### src/rtl/exc_pkg.sv
package exc_pkg;

  typedef enum logic [2:0] {
    EXC_RESET = 3'd0,
    EXC_UNDEF = 3'd1,
    EXC_SWI   = 3'd2,
    EXC_PABT  = 3'd3,
    EXC_DABT  = 3'd4,
    EXC_RSVD  = 3'd5,
    EXC_IRQ   = 3'd6,
    EXC_FIQ   = 3'd7
  } exc_e;

  localparam int MODE_W = 5;
  localparam int SRC_N  = 7;   // number of request sources
  localparam int PSR_I  = 7;
  localparam int PSR_F  = 6;
  localparam int PSR_T  = 5;

  localparam logic [MODE_W-1:0] MODE_USR = 5'b10000;
  localparam logic [MODE_W-1:0] MODE_FIQ = 5'b10001;
  localparam logic [MODE_W-1:0] MODE_IRQ = 5'b10010;
  localparam logic [MODE_W-1:0] MODE_SVC = 5'b10011;
  localparam logic [MODE_W-1:0] MODE_ABT = 5'b10111;
  localparam logic [MODE_W-1:0] MODE_UND = 5'b11011;
  localparam logic [MODE_W-1:0] MODE_SYS = 5'b11111;

  // privileged mode entered for each class
  function automatic logic [MODE_W-1:0] mode_of(exc_e c);
    case (c)
      EXC_UNDEF:          return MODE_UND;
      EXC_PABT, EXC_DABT: return MODE_ABT;
      EXC_IRQ:            return MODE_IRQ;
      EXC_FIQ:            return MODE_FIQ;
      default:            return MODE_SVC;
    endcase
  endfunction

  // word vector: class code times four
  function automatic logic [4:0] vec_of(exc_e c);
    return {c, 2'b00};
  endfunction

  // fast mask is also raised for these classes
  function automatic logic sets_f(exc_e c);
    return (c == EXC_FIQ) || (c == EXC_RESET);
  endfunction

  // amount subtracted from the link on return
  function automatic logic [3:0] ret_off_of(exc_e c);
    case (c)
      EXC_PABT, EXC_IRQ, EXC_FIQ: return 4'd4;
      EXC_DABT:                   return 4'd8;
      default:                    return 4'd0;
    endcase
  endfunction

  // rank 0 is the most urgent
  function automatic exc_e rank_cls(int idx);
    case (idx)
      0:       return EXC_RESET;
      1:       return EXC_DABT;
      2:       return EXC_FIQ;
      3:       return EXC_IRQ;
      4:       return EXC_PABT;
      5:       return EXC_UNDEF;
      default: return EXC_SWI;
    endcase
  endfunction

endpackage

### src/rtl/exc_arbiter.sv
module exc_arbiter
  import exc_pkg::*;
(
  input  logic step_i,
  input  logic rst_req_i,
  input  logic undef_i,
  input  logic swi_i,
  input  logic pabt_i,
  input  logic dabt_i,
  input  logic irq_i,
  input  logic fiq_i,
  input  logic irq_mask_i,
  input  logic fiq_mask_i,
  output logic hit_o,
  output exc_e cls_o
);

  // eligible requests, indexed by rank
  logic [SRC_N-1:0] elig;

  always_comb begin
    elig[0] = rst_req_i;
    elig[1] = step_i & dabt_i;
    elig[2] = step_i & fiq_i & ~fiq_mask_i;
    elig[3] = step_i & irq_i & ~irq_mask_i;
    elig[4] = step_i & pabt_i;
    elig[5] = step_i & undef_i;
    elig[6] = step_i & swi_i;
  end

  always_comb begin
    hit_o = 1'b0;
    cls_o = EXC_RESET;
    for (int i = SRC_N - 1; i >= 0; i--) begin
      if (elig[i]) begin
        hit_o = 1'b1;
        cls_o = rank_cls(i);
      end
    end
  end

  always_comb begin
    if (hit_o && rst_req_i)
      assert_rst_first_R7: assert (cls_o == EXC_RESET);
    if (hit_o && cls_o == EXC_FIQ)
      assert_fiq_grant_R6: assert (fiq_i && !fiq_mask_i && !dabt_i);
    if (hit_o && cls_o == EXC_IRQ)
      assert_irq_grant_R6: assert (irq_i && !irq_mask_i);
  end

endmodule

### src/rtl/exc_psr_build.sv
module exc_psr_build
  import exc_pkg::*;
#(
  parameter int XLEN = 32
) (
  input  exc_e            cls_i,
  input  logic [XLEN-1:0] psr_i,
  output logic [XLEN-1:0] psr_o
);

  always_comb begin
    psr_o              = psr_i;
    psr_o[MODE_W-1:0]  = mode_of(cls_i);
    psr_o[PSR_I]       = 1'b1;
    psr_o[PSR_T]       = 1'b0;
    if (sets_f(cls_i))
      psr_o[PSR_F]     = 1'b1;
  end

endmodule

### src/rtl/exc_ret_calc.sv
module exc_ret_calc
  import exc_pkg::*;
#(
  parameter int XLEN = 32
) (
  input  logic [2:0]      kind_i,
  input  logic [XLEN-1:0] link_i,
  output logic [XLEN-1:0] pc_o
);

  assign pc_o = link_i - XLEN'(ret_off_of(exc_e'(kind_i)));

endmodule

### src/rtl/exc_seq.sv
module exc_seq
  import exc_pkg::*;
#(
  parameter int XLEN  = 32,
  parameter int SWI_W = 24
) (
  input  logic              clk,
  input  logic              rst_n,
  input  logic              step_i,
  input  logic              rst_req_i,
  input  logic              undef_i,
  input  logic              swi_i,
  input  logic              pabt_i,
  input  logic              dabt_i,
  input  logic              irq_i,
  input  logic              fiq_i,
  input  logic              ret_i,
  input  logic [2:0]        ret_kind_i,
  input  logic [XLEN-1:0]   pc_i,
  input  logic [XLEN-1:0]   psr_i,
  input  logic [SWI_W-1:0]  insn_lo_i,
  input  logic [XLEN-1:0]   saved_psr_i,
  input  logic [XLEN-1:0]   link_i,
  output logic              enter_o,
  output logic              leave_o,
  output logic [2:0]        exc_o,
  output logic [XLEN-1:0]   pc_o,
  output logic [XLEN-1:0]   psr_o,
  output logic [XLEN-1:0]   spsr_o,
  output logic [XLEN-1:0]   lr_o,
  output logic [MODE_W-1:0] bank_mode_o,
  output logic [SWI_W-1:0]  swi_num_o
);

  localparam logic [XLEN-1:0] INSN_BYTES = XLEN'(4);

  function automatic logic [XLEN-1:0] link_of(logic [XLEN-1:0] pc);
    return pc + INSN_BYTES;
  endfunction

  // named internal events
  logic            take_w;
  exc_e            cls_w;
  logic            leave_w;
  logic [XLEN-1:0] entry_psr_w;
  logic [XLEN-1:0] ret_pc_w;

  exc_arbiter u_arb (
    .step_i     (step_i),
    .rst_req_i  (rst_req_i),
    .undef_i    (undef_i),
    .swi_i      (swi_i),
    .pabt_i     (pabt_i),
    .dabt_i     (dabt_i),
    .irq_i      (irq_i),
    .fiq_i      (fiq_i),
    .irq_mask_i (psr_i[PSR_I]),
    .fiq_mask_i (psr_i[PSR_F]),
    .hit_o      (take_w),
    .cls_o      (cls_w)
  );

  exc_psr_build #(.XLEN(XLEN)) u_psr (
    .cls_i (cls_w),
    .psr_i (psr_i),
    .psr_o (entry_psr_w)
  );

  exc_ret_calc #(.XLEN(XLEN)) u_ret (
    .kind_i (ret_kind_i),
    .link_i (link_i),
    .pc_o   (ret_pc_w)
  );

  assign leave_w = step_i & ret_i & ~take_w;

  always_ff @(posedge clk or negedge rst_n) begin
    if (!rst_n) begin
      enter_o     <= 1'b0;
      leave_o     <= 1'b0;
      exc_o       <= '0;
      pc_o        <= '0;
      psr_o       <= '0;
      spsr_o      <= '0;
      lr_o        <= '0;
      bank_mode_o <= '0;
      swi_num_o   <= '0;
    end else begin
      enter_o <= take_w;
      leave_o <= leave_w;
      if (take_w) begin
        exc_o       <= cls_w;
        pc_o        <= XLEN'(vec_of(cls_w));
        psr_o       <= entry_psr_w;
        spsr_o      <= psr_i;
        lr_o        <= link_of(pc_i);
        bank_mode_o <= mode_of(cls_w);
        swi_num_o   <= (cls_w == EXC_SWI) ? insn_lo_i : '0;
      end else if (leave_w) begin
        pc_o  <= ret_pc_w;
        psr_o <= saved_psr_i;
      end
    end
  end

  assert_no_collide_R11: assert property (@(posedge clk) disable iff (!rst_n)
    !(enter_o && leave_o));

  assert_irq_masked_R6: assert property (@(posedge clk) disable iff (!rst_n)
    (enter_o && exc_o == EXC_IRQ) |-> !$past(psr_i[PSR_I]));

  assert_fiq_masked_R6: assert property (@(posedge clk) disable iff (!rst_n)
    (enter_o && exc_o == EXC_FIQ) |-> !$past(psr_i[PSR_F]));

  assert_save_state_R5: assert property (@(posedge clk) disable iff (!rst_n)
    enter_o |-> (spsr_o == $past(psr_i)) && (lr_o == $past(pc_i) + INSN_BYTES));

  assert_mode_mask_R4: assert property (@(posedge clk) disable iff (!rst_n)
    enter_o |-> psr_o[PSR_I] && (psr_o[MODE_W-1:0] == bank_mode_o));

  assert_restore_R10: assert property (@(posedge clk) disable iff (!rst_n)
    leave_o |-> psr_o == $past(saved_psr_i));

  assert_boundary_R8: assert property (@(posedge clk) disable iff (!rst_n)
    (enter_o && exc_o != EXC_RESET) |-> $past(step_i));

  assert_boundary_ret_R8: assert property (@(posedge clk) disable iff (!rst_n)
    leave_o |-> $past(step_i) && $past(ret_i));

endmodule

### config.mk
export PLATFORM = sky130hd
export DESIGN_NAME = exc_seq
export DESIGN_NICKNAME = d
export VERILOG_FILES = /design/src/rtl/exc_pkg.sv /design/src/rtl/exc_arbiter.sv /design/src/rtl/exc_psr_build.sv /design/src/rtl/exc_ret_calc.sv /design/src/rtl/exc_seq.sv
export SDC_FILE = /design/constraint.sdc
export NUM_CORES = 1
export LEC_CHECK = 0
export ABC_AREA = 1
export BUFFER_PORTS_ARGS = -buffer_cell sky130_fd_sc_hd__buf_2
export CAP_MARGIN = 20
export CORE_MARGIN = 5
export CORE_UTILIZATION = 53
export CTS_CLUSTER_SIZE = 28
export DETAILED_ROUTE_END_ITERATION = 6
export PLACE_DENSITY = 0.86
export SYNTH_ARGS = -nofsm -noshare
export SYNTH_HDL_FRONTEND = slang
export SYNTH_SLANG_ARGS = --single-unit
### constraint.sdc
create_clock -name clk -period 1.9 [get_ports clk]
set_clock_uncertainty 0.1 [all_clocks]
set_input_delay 0.38 -clock clk [delete_from_list [all_inputs] [get_ports clk]]
set_output_delay 0.38 -clock clk [all_outputs]
set_load 0.01 [all_outputs]
==> key figures, run 1 <==
Routing
  – Remaining DRCs: 0
  – Post-DR wirelength/cell: 16.4 µm
  – Met3 WL post-DR: 2400 µm
  – Detailed Route WL: approximately 27000 µm
  – Met1 WL: 10300 µm
  – DRT Pass-1 Iters: 5
  – DRT iter0 DRCs: 554
  – Antenna viol nets, final: 0
  – WL met2: 12900 µm
  – Vias per cell: 5.19
  – Highest metal used: met5
  – Via count: 8423

Hold path
  – Hold Crit Depth: 3
  – WHS Endpoint: spsr_o[0]
  – HP Class: in2reg
  – Hold path startpoint: psr_i[0]

Finish
  – Filler cells: 1242
  – Layout cells sized above 1: 0.303
  – NumNets Final: 1589
  – Finished Cell Area: 10900 µm²
  – Synthesis-to-finish area growth: 33.2%

STA
  – Final hold violation count: 0
  – Unrepaired setup endpoints after global routing: no
  – Tcrit/Tclk final: 0.899
  – # setup viols final: 0
  – Slew margin rel.: 0.750
  – Slew Limit Fails: 0
  – Fmax achieved: 585 MHz
  – Worst Tran Pin Value: 0.373 ns
  – Minimum clock period: between 1.5 and 2 ns

Yosys
  – Area contributors post-synth: dfrtp_1, nand2_1, o21ai_0
  – Yosys reg bits: 162
  – Most frequent cell after synthesis: nand2_1
  – Share of the synthesized area in the top cell type: 0.497
  – Mean Syn Cell Area: 7.63 µm²
  – Async SR Flop Fraction: 1.00
  – Top FF cell, synth: dfrtp_1
  – Area leader, netlist: dfrtp_1
  – Syn nets: 1239
  – Post-synthesis cell count: 1069
  – Sequential share of the synthesized area: 0.497
  – Post-synth EDFFs: 0
  – Synth Cell Area: 8160 µm²
  – Synth top cells by count: nand2_1, dfrtp_1, inv_1
  – Synth unique cells: 36
  – Yosys warns: 0

Worst setup path
  – Reg2reg setup slack: between 0.9 and 1 ns
  – Crit Path Max Fanout: 4
  – Worst path max stage delay: 0.27 ns
  – Critical Path End Type: flop
  – CP Cell Sequence: buf_2 > nor3_2 > inv_1 > ha_1 > nand2_1 > nand2_1 > nor2_2 > nand2_1 > buf_4 > xor2_1 > o21ai_1
  – Reg2reg path depth: 3
  – Critical path launch point type: primary input
  – Reg2reg end: psr_o[2]
  – FF-to-FF Start: psr_o[2]
  – Critical path arrival: 1.96 ns
  – CP Class: in2reg
  – Slowest CP cell: ha_1
  – Critical Path RT: 2.15 ns
  – Critical path's most frequent cell: nand2_1

Clock tree
  – Clock Path Buffers: 2
  – Htree depth: 4
  – Num CTS Buffers: 17
  – CTS tree: built
  – Worst-path clk slew: 0.06 ns
  – CTS root buffer: clkbuf_16
  – Clock net sink count: 162
  – Skew-Pair Late Insertion Delay: around 0.42 ns
  – Post-CTS setup buffers: 0

Floorplanning
  – Row cnt: 45
  – Initial Util: 0.538
  – Num ports: 328
  – Full die area: approximately 18000 µm²
  – Core Area: 15100 µm²
  – Die X: between 100 and 150 µm
  – Die Y: 134 µm

GRT
  – Vias in the first global route: about 8200
  – Grt total ovfl: 0
  – First-pass GRT wire length: 41700 µm
  – Total GRT Usage: 0.295
  – Antenna violations before repair: 5
  – Largest net degree at the start of global routing: 60

Pwr
  – Static leakage: 0.00595 µW
  – Peak VDD IR: 0.703 mV
  – Power per Cell Area: 788 nW/µm²
  – Total power: 8550 µW

Placement
  – Hpwl dp: 20700 µm
  – Port bufs: about 330
  – GP Congestion: around 0.97
  – Placed inst area: 10300 µm²

Status
  – Status: completed

Run
  – Max-cap viol count: 0
## cells in the final DEF, fill, tap and decap left out, types with 3 or more instances in the layout
| master | instances |
|---|---|
| buf_12 | 11 |
| clkbuf_16 | 17 |
| nand2_1 | 358 |
| xnor2_1 | 10 |
| a21oi_1 | 7 |
| o21ai_1 | 30 |
| inv_2 | 12 |
| inv_6 | 4 |
| ha_1 | 3 |
| buf_4 | 29 |
| nand3_1 | 42 |
| nand3b_1 | 9 |
| nand4_1 | 6 |
| diode_2 | 4 |
| o21ai_2 | 10 |
| nor2_1 | 110 |
| a31oi_1 | 3 |
| buf_2 | 326 |
| xor2_1 | 15 |
| inv_1 | 117 |
| dfrtp_1 | 162 |
| clkinv_2 | 5 |
| o21bai_1 | 4 |
| o21ai_0 | 111 |
## registers in the layout, summed over array words and instances (netlist names)
name	count
psr_o	32
spsr_o	32
leave_o	1
bank_mode_o	5
exc_o	3
pc_o	32
swi_num_o	24
enter_o	1
lr_o	32
## how the worst max path moves through the flow
stage	startpoint	end	slack [ns]	depth (start not counted)
2_1_floorplan	ret_kind_i[0]	pc_o[28]	0.006	11
3_3_place_gp	ret_kind_i[1]	pc_o[23]	-0.22	12
3_5_place_dp	ret_kind_i[0]	pc_o[10]	-0.27	9
4_1_cts	ret_kind_i[1]	pc_o[23]	0.19	12
5_1_grt	ret_kind_i[1]	pc_o[23]	0.05	12
6_report	ret_kind_i[1]	pc_o[15]	0.19	11
## through the flow
| step | util | setup TNS (ns) | std cells | setup slack (ns) | hold WS (ns) |
|---|---|---|---|---|---|
| 2_1_floorplan | - | 0 | 1069 | 0.00554 | -0.0156 |
| 3_3_place_gp | 0.678 | -2.99 | 1587 | -0.220 | 0.156 |
| 3_5_place_dp | 0.678 | -4.65 | 1587 | -0.267 | 0.158 |
| 4_1_cts | 0.716 | 0 | 1620 | 0.186 | 0.0341 |
| 5_1_grt | 0.717 | 0 | 1624 | 0.0509 | 0.0431 |
| 6_report | 0.717 | 0 | 1624 | 0.191 | 0.0481 |
## repair_timing
action	CTS	global route
gates resized for setup	0	2
hold endpoints to repair	47	0
endpoints found under the setup margin	0	2
hold buffers	1	0
## layout make-up
cell class | count | area (µm²) | share of cell area
timing repair buffer | 368 | 2090 | 0.193
sequential | 162 | 4050 | 0.373
inverter | 129 | 484 | 0.0446
multi-input combinational | 741 | 3420 | 0.315
clock buffer | 18 | 439 | 0.0404
antenna | 4 | 10.0 | 0.000922
clock inverter | 14 | 126 | 0.0116
tap | 188 | 235 | 0.0217
## report_power, final
part           internal, µW  switching (µW)  total [µW]
clock network          1850            1460        3310
logic                   556             864        1420
registers              3690             130        3820
total                  6100            2450        8550
## routing by layer
layer,global-route usage,up-vias
li1,-,4055
met1,0.355,3905
met2,0.493,390
met3,0.0840,71
met4,0.138,2
met5,0,-
## worst max-delay path: cells and delay by family
| kind | cells | cell delay [ns] |
|---|---|---|
| AOI/OAI and AO/OA | 1 | 0.12 |
| xor gates and xnor gates | 1 | 0.13 |
| adders and majority gates | 1 | 0.27 |
| buffers and inverters | 3 | 0.35 |
| and+or+nand+nor | 5 | 0.69 |
## cell families after synthesis
logic type               count (synthesis)  share of synthesized area
AO/OA/AOI/OAI                          171                      0.113
buffers and inverters                  166                     0.0856
flip-flops                             162                      0.497
XOR/XNOR                                25                     0.0268
AND/OR/NAND/NOR                        541                      0.270
adder cells (fa/ha/maj)                  4                    0.00706
Note: power is estimated with default switching activity, not from simulation.
==> inputs of run 2 (changes only) <==
- ABC_AREA: 1 -> unset
- BUFFER_PORTS_ARGS: -buffer_cell sky130_fd_sc_hd__buf_2 -> -buffer_cell sky130_fd_sc_hd__buf_4
- PLACE_DENSITY: 0.86 -> 0.87
- SYNTH_HIERARCHICAL: unset -> 1
==> run 2 against run 1 <==
The flow now finishes with violations (setup timing). Count of clock-buffer cells in the layout stayed put. Sequential power about the same. Critical path type unchanged. Global-route usage increased by 0.083 points. Synthesized cell count is 23% lower. Power is 5.8% higher.
==> key figures, run 2 <==
STA
  – Slew Limit Fails: 0
  – Setup ws final: -0.281 ns
  – Setup TNS: -2.05 ns
  – Fmax achieved: 459 MHz
  – Minimum clock period: between 2 and 2.5 ns
  – Tcrit/Tclk final: 1.15
  – Final hold violation count: 0
  – Hold slack final: roughly 0.05 ns
  – Slew margin rel.: 0.660
  – # setup viols final: 15
  – Unrepaired setup endpoints after global routing: yes
  – Worst Tran Pin Value: 0.511 ns

GRT
  – Antenna violations before repair: 0
  – Grt total ovfl: 0
  – Total GRT Usage: 0.296
  – Vias in the first global route: 7968
  – First-pass GRT wire length: 41700 µm
  – Largest net degree at the start of global routing: between 80 and 90

Routing
  – Post-DR wirelength/cell: 20.0 µm
  – Detailed Route WL: 27800 µm
  – Vias per cell: 5.63
  – Via count: 7832
  – Antenna viol nets, final: 0
  – DRT iter0 DRCs: 501
  – Remaining DRCs: 0
  – DRT Pass-1 Iters: 5

Status
  – Violated checks: setup timing
  – Status: finished with violations

Worst setup path
  – Critical path launch point type: primary input
  – Critical path arrival: about 2.4 ns
  – CP Cell Sequence: buf_6 > or4_4 > or4b_4 > buf_4 > nor3_4 > xor2_1 > nand2_1 > a21oi_1
  – Bufs and invs on worst path: 2
  – Crit Path Max Fanout: 5
  – Crit path max-delay family: simple AND/OR/NAND/NOR gates
  – Critical Path RT: 2.15 ns
  – Slowest CP cell: or4b_4
  – Critical Path End Type: flop
  – CP Class: in2reg
  – Worst path max stage delay: ~0.6 ns

Pwr
  – Static leakage: around 0.0059 µW
  – Internal: 6550 µW
  – Switching power total: 2500 µW
  – Power share of the clock group: 0.380
  – Switching part of the total: 0.276
  – Peak VDD IR: 0.596 mV
  – Power per Cell Area: 753 nW/µm²
  – Sequential Power Share: 0.424
  – Comb power frac: 0.197

Placement
  – Hpwl dp: 19200 µm
  – Port bufs: 327
  – Worst slack, placed: -0.575 ns
  – Placed inst area: 11200 µm²
  – GP Congestion: 0.886

Hold path
  – HP Class: in2reg

Finish
  – Finished Cell Area: ~12000 µm²
  – End-of-flow core utilization: 0.820
  – ANT cells: 0
  – Commonest non-fill, non-tap cell in the layout: buf_4
  – Most frequent cells in the layout: buf_4, dfrtp_1, nand2_1
  – NumNets Final: between 1000 and 1500
  – Synthesis-to-finish area growth: 50.4%
  – Layout cells sized above 1: 0.445

Run
  – Max-cap viol count: 0

Floorplanning
  – Die X: 133 µm
  – Initial Util: 0.545
  – Core Area: 14600 µm²
  – Num ports: 328
  – Die Y: approximately 130 µm
  – Full die area: 17600 µm²
  – Row cnt: 44

Clock tree
  – Clock net sink count: 162
  – Skew-Pair Late Insertion Delay: 0.42 ns
  – CTS root buffer: clkbuf_16
  – Worst-path clk slew: 0.07 ns
  – Num CTS Buffers: 17
  – Htree depth: 4
  – Clock Path Buffers: 2
  – CTS tree: built

Yosys
  – Most frequent cell after synthesis: dfrtp_1
  – Area contributors post-synth: dfrtp_1, nand2_1, mux2_2
  – Yosys reg bits: around 160
  – Async SR Flop Fraction: 1.00
  – Post-synth EDFFs: 0
  – Yosys warns: 6
  – Sequential share of the synthesized area: 0.508
  – Share of the synthesized area in the top cell type: 0.508
  – Post-synthesis cell count: 821
  – Synth Cell Area: 7980 µm²
  – Mean Syn Cell Area: 9.72 µm²
  – Area leader, netlist: dfrtp_1
  – Synth top cells by count: dfrtp_1, nand2_1, o21ai_0
  – Synth unique cells: 57
  – Top FF cell, synth: dfrtp_1
-- run 2: cell count changes after synthesis, sizes merged, moves of 12 or more --
cell / before / now
a21oi: 7 / 50
clkbuf: 5 / 34
inv: 129 / 38
mux2: 0 / 36
mux2i: 0 / 35
nand2: 361 / 138
nand3: 44 / 14
nor2: 114 / 48
nor4: 0 / 14
o21ai: 151 / 67
o31ai: 0 / 12
or4: 0 / 14
-- run 2: path summary, 6_finish.rpt --
check | from | endpoint | slack (ns) | cells after the start
worst max-delay path | link_i[15] | pc_o[28] | -0.28 | 8
max in group asynchronous | rst_n | psr_o[7] | 0.74 | 3
worst min register to register | bank_mode_o[4] | bank_mode_o[4] | 0.39 | 1
worst max register to register | lr_o[22] | lr_o[22] | 0.99 | 1
min in group asynchronous | rst_n | lr_o[7] | 0.36 | 2
worst min-delay path | insn_lo_i[12] | swi_num_o[12] | 0.05 | 3
-- run 2: layout make-up --
class                           instances  area, µm²
Fill cell                             820       2630
Timing Repair Buffer                  425       3370
Inverter                               38        143
Multi-Input combinational cell        549       3640
Clock buffer                           18        429
Tap cell                              184        230
Clock inverter                         14        153
Sequential cell                       162       4050
-- run 2: tightest hold or removal path: stages --
cell and delay [ns]:
buf_4 0.07, nand2_1 0.03, o21ai_0 0.06
-- run 2: power by group through the flow --
stage	combinational, µW	sequential [µW]	clock (µW)
finish	1780	3830	3440
global route	1920	3860	3600
CTS	1760	3830	3470
detailed placement	1730	3890	0
global placement	1680	3870	0
floorplan	556	3980	0
-- run 2: cell families (layout without fill, tap and decap cells) --
kind of cell    after synthesis  in the layout  synth area share
compound gates              148            148             0.102
xor+xnor                     40             40            0.0439
fa+ha+maj                     4              4           0.00721
buf+inv                     111            495            0.0680
flops                       162            162             0.508
mux                          71             71            0.0947
other cells                   2              3          0.000941
simple gates                283            283             0.175
-- run 2: metal layers --
layer	part of all wire	GRT usage	up-vias
li1	-	-	3524
met1	0.35	0.323	3775
met5	0	0	-
met3	0.082	0.0915	118
met4	0.058	0.140	0
met2	0.51	0.525	415
-- run 2: through the flow --
stage | power [µW] | instances
floorplan | 4540 | 822
global placement | 5550 | 1347
detailed placement | 5620 | 1347
CTS | 9060 | 1383
global route | 9380 | 1390
finish | 9050 | 1390
-- run 2: what timing repair did --
item | in CTS | in global routing
buffers inserted | 3 | 7
setup endpoints to repair | 9 | 16
resized for setup | 4 | 21
hold buffers | 1 | 0
pin swaps | 9 | 16
hold endpoints to repair | 43 | 0
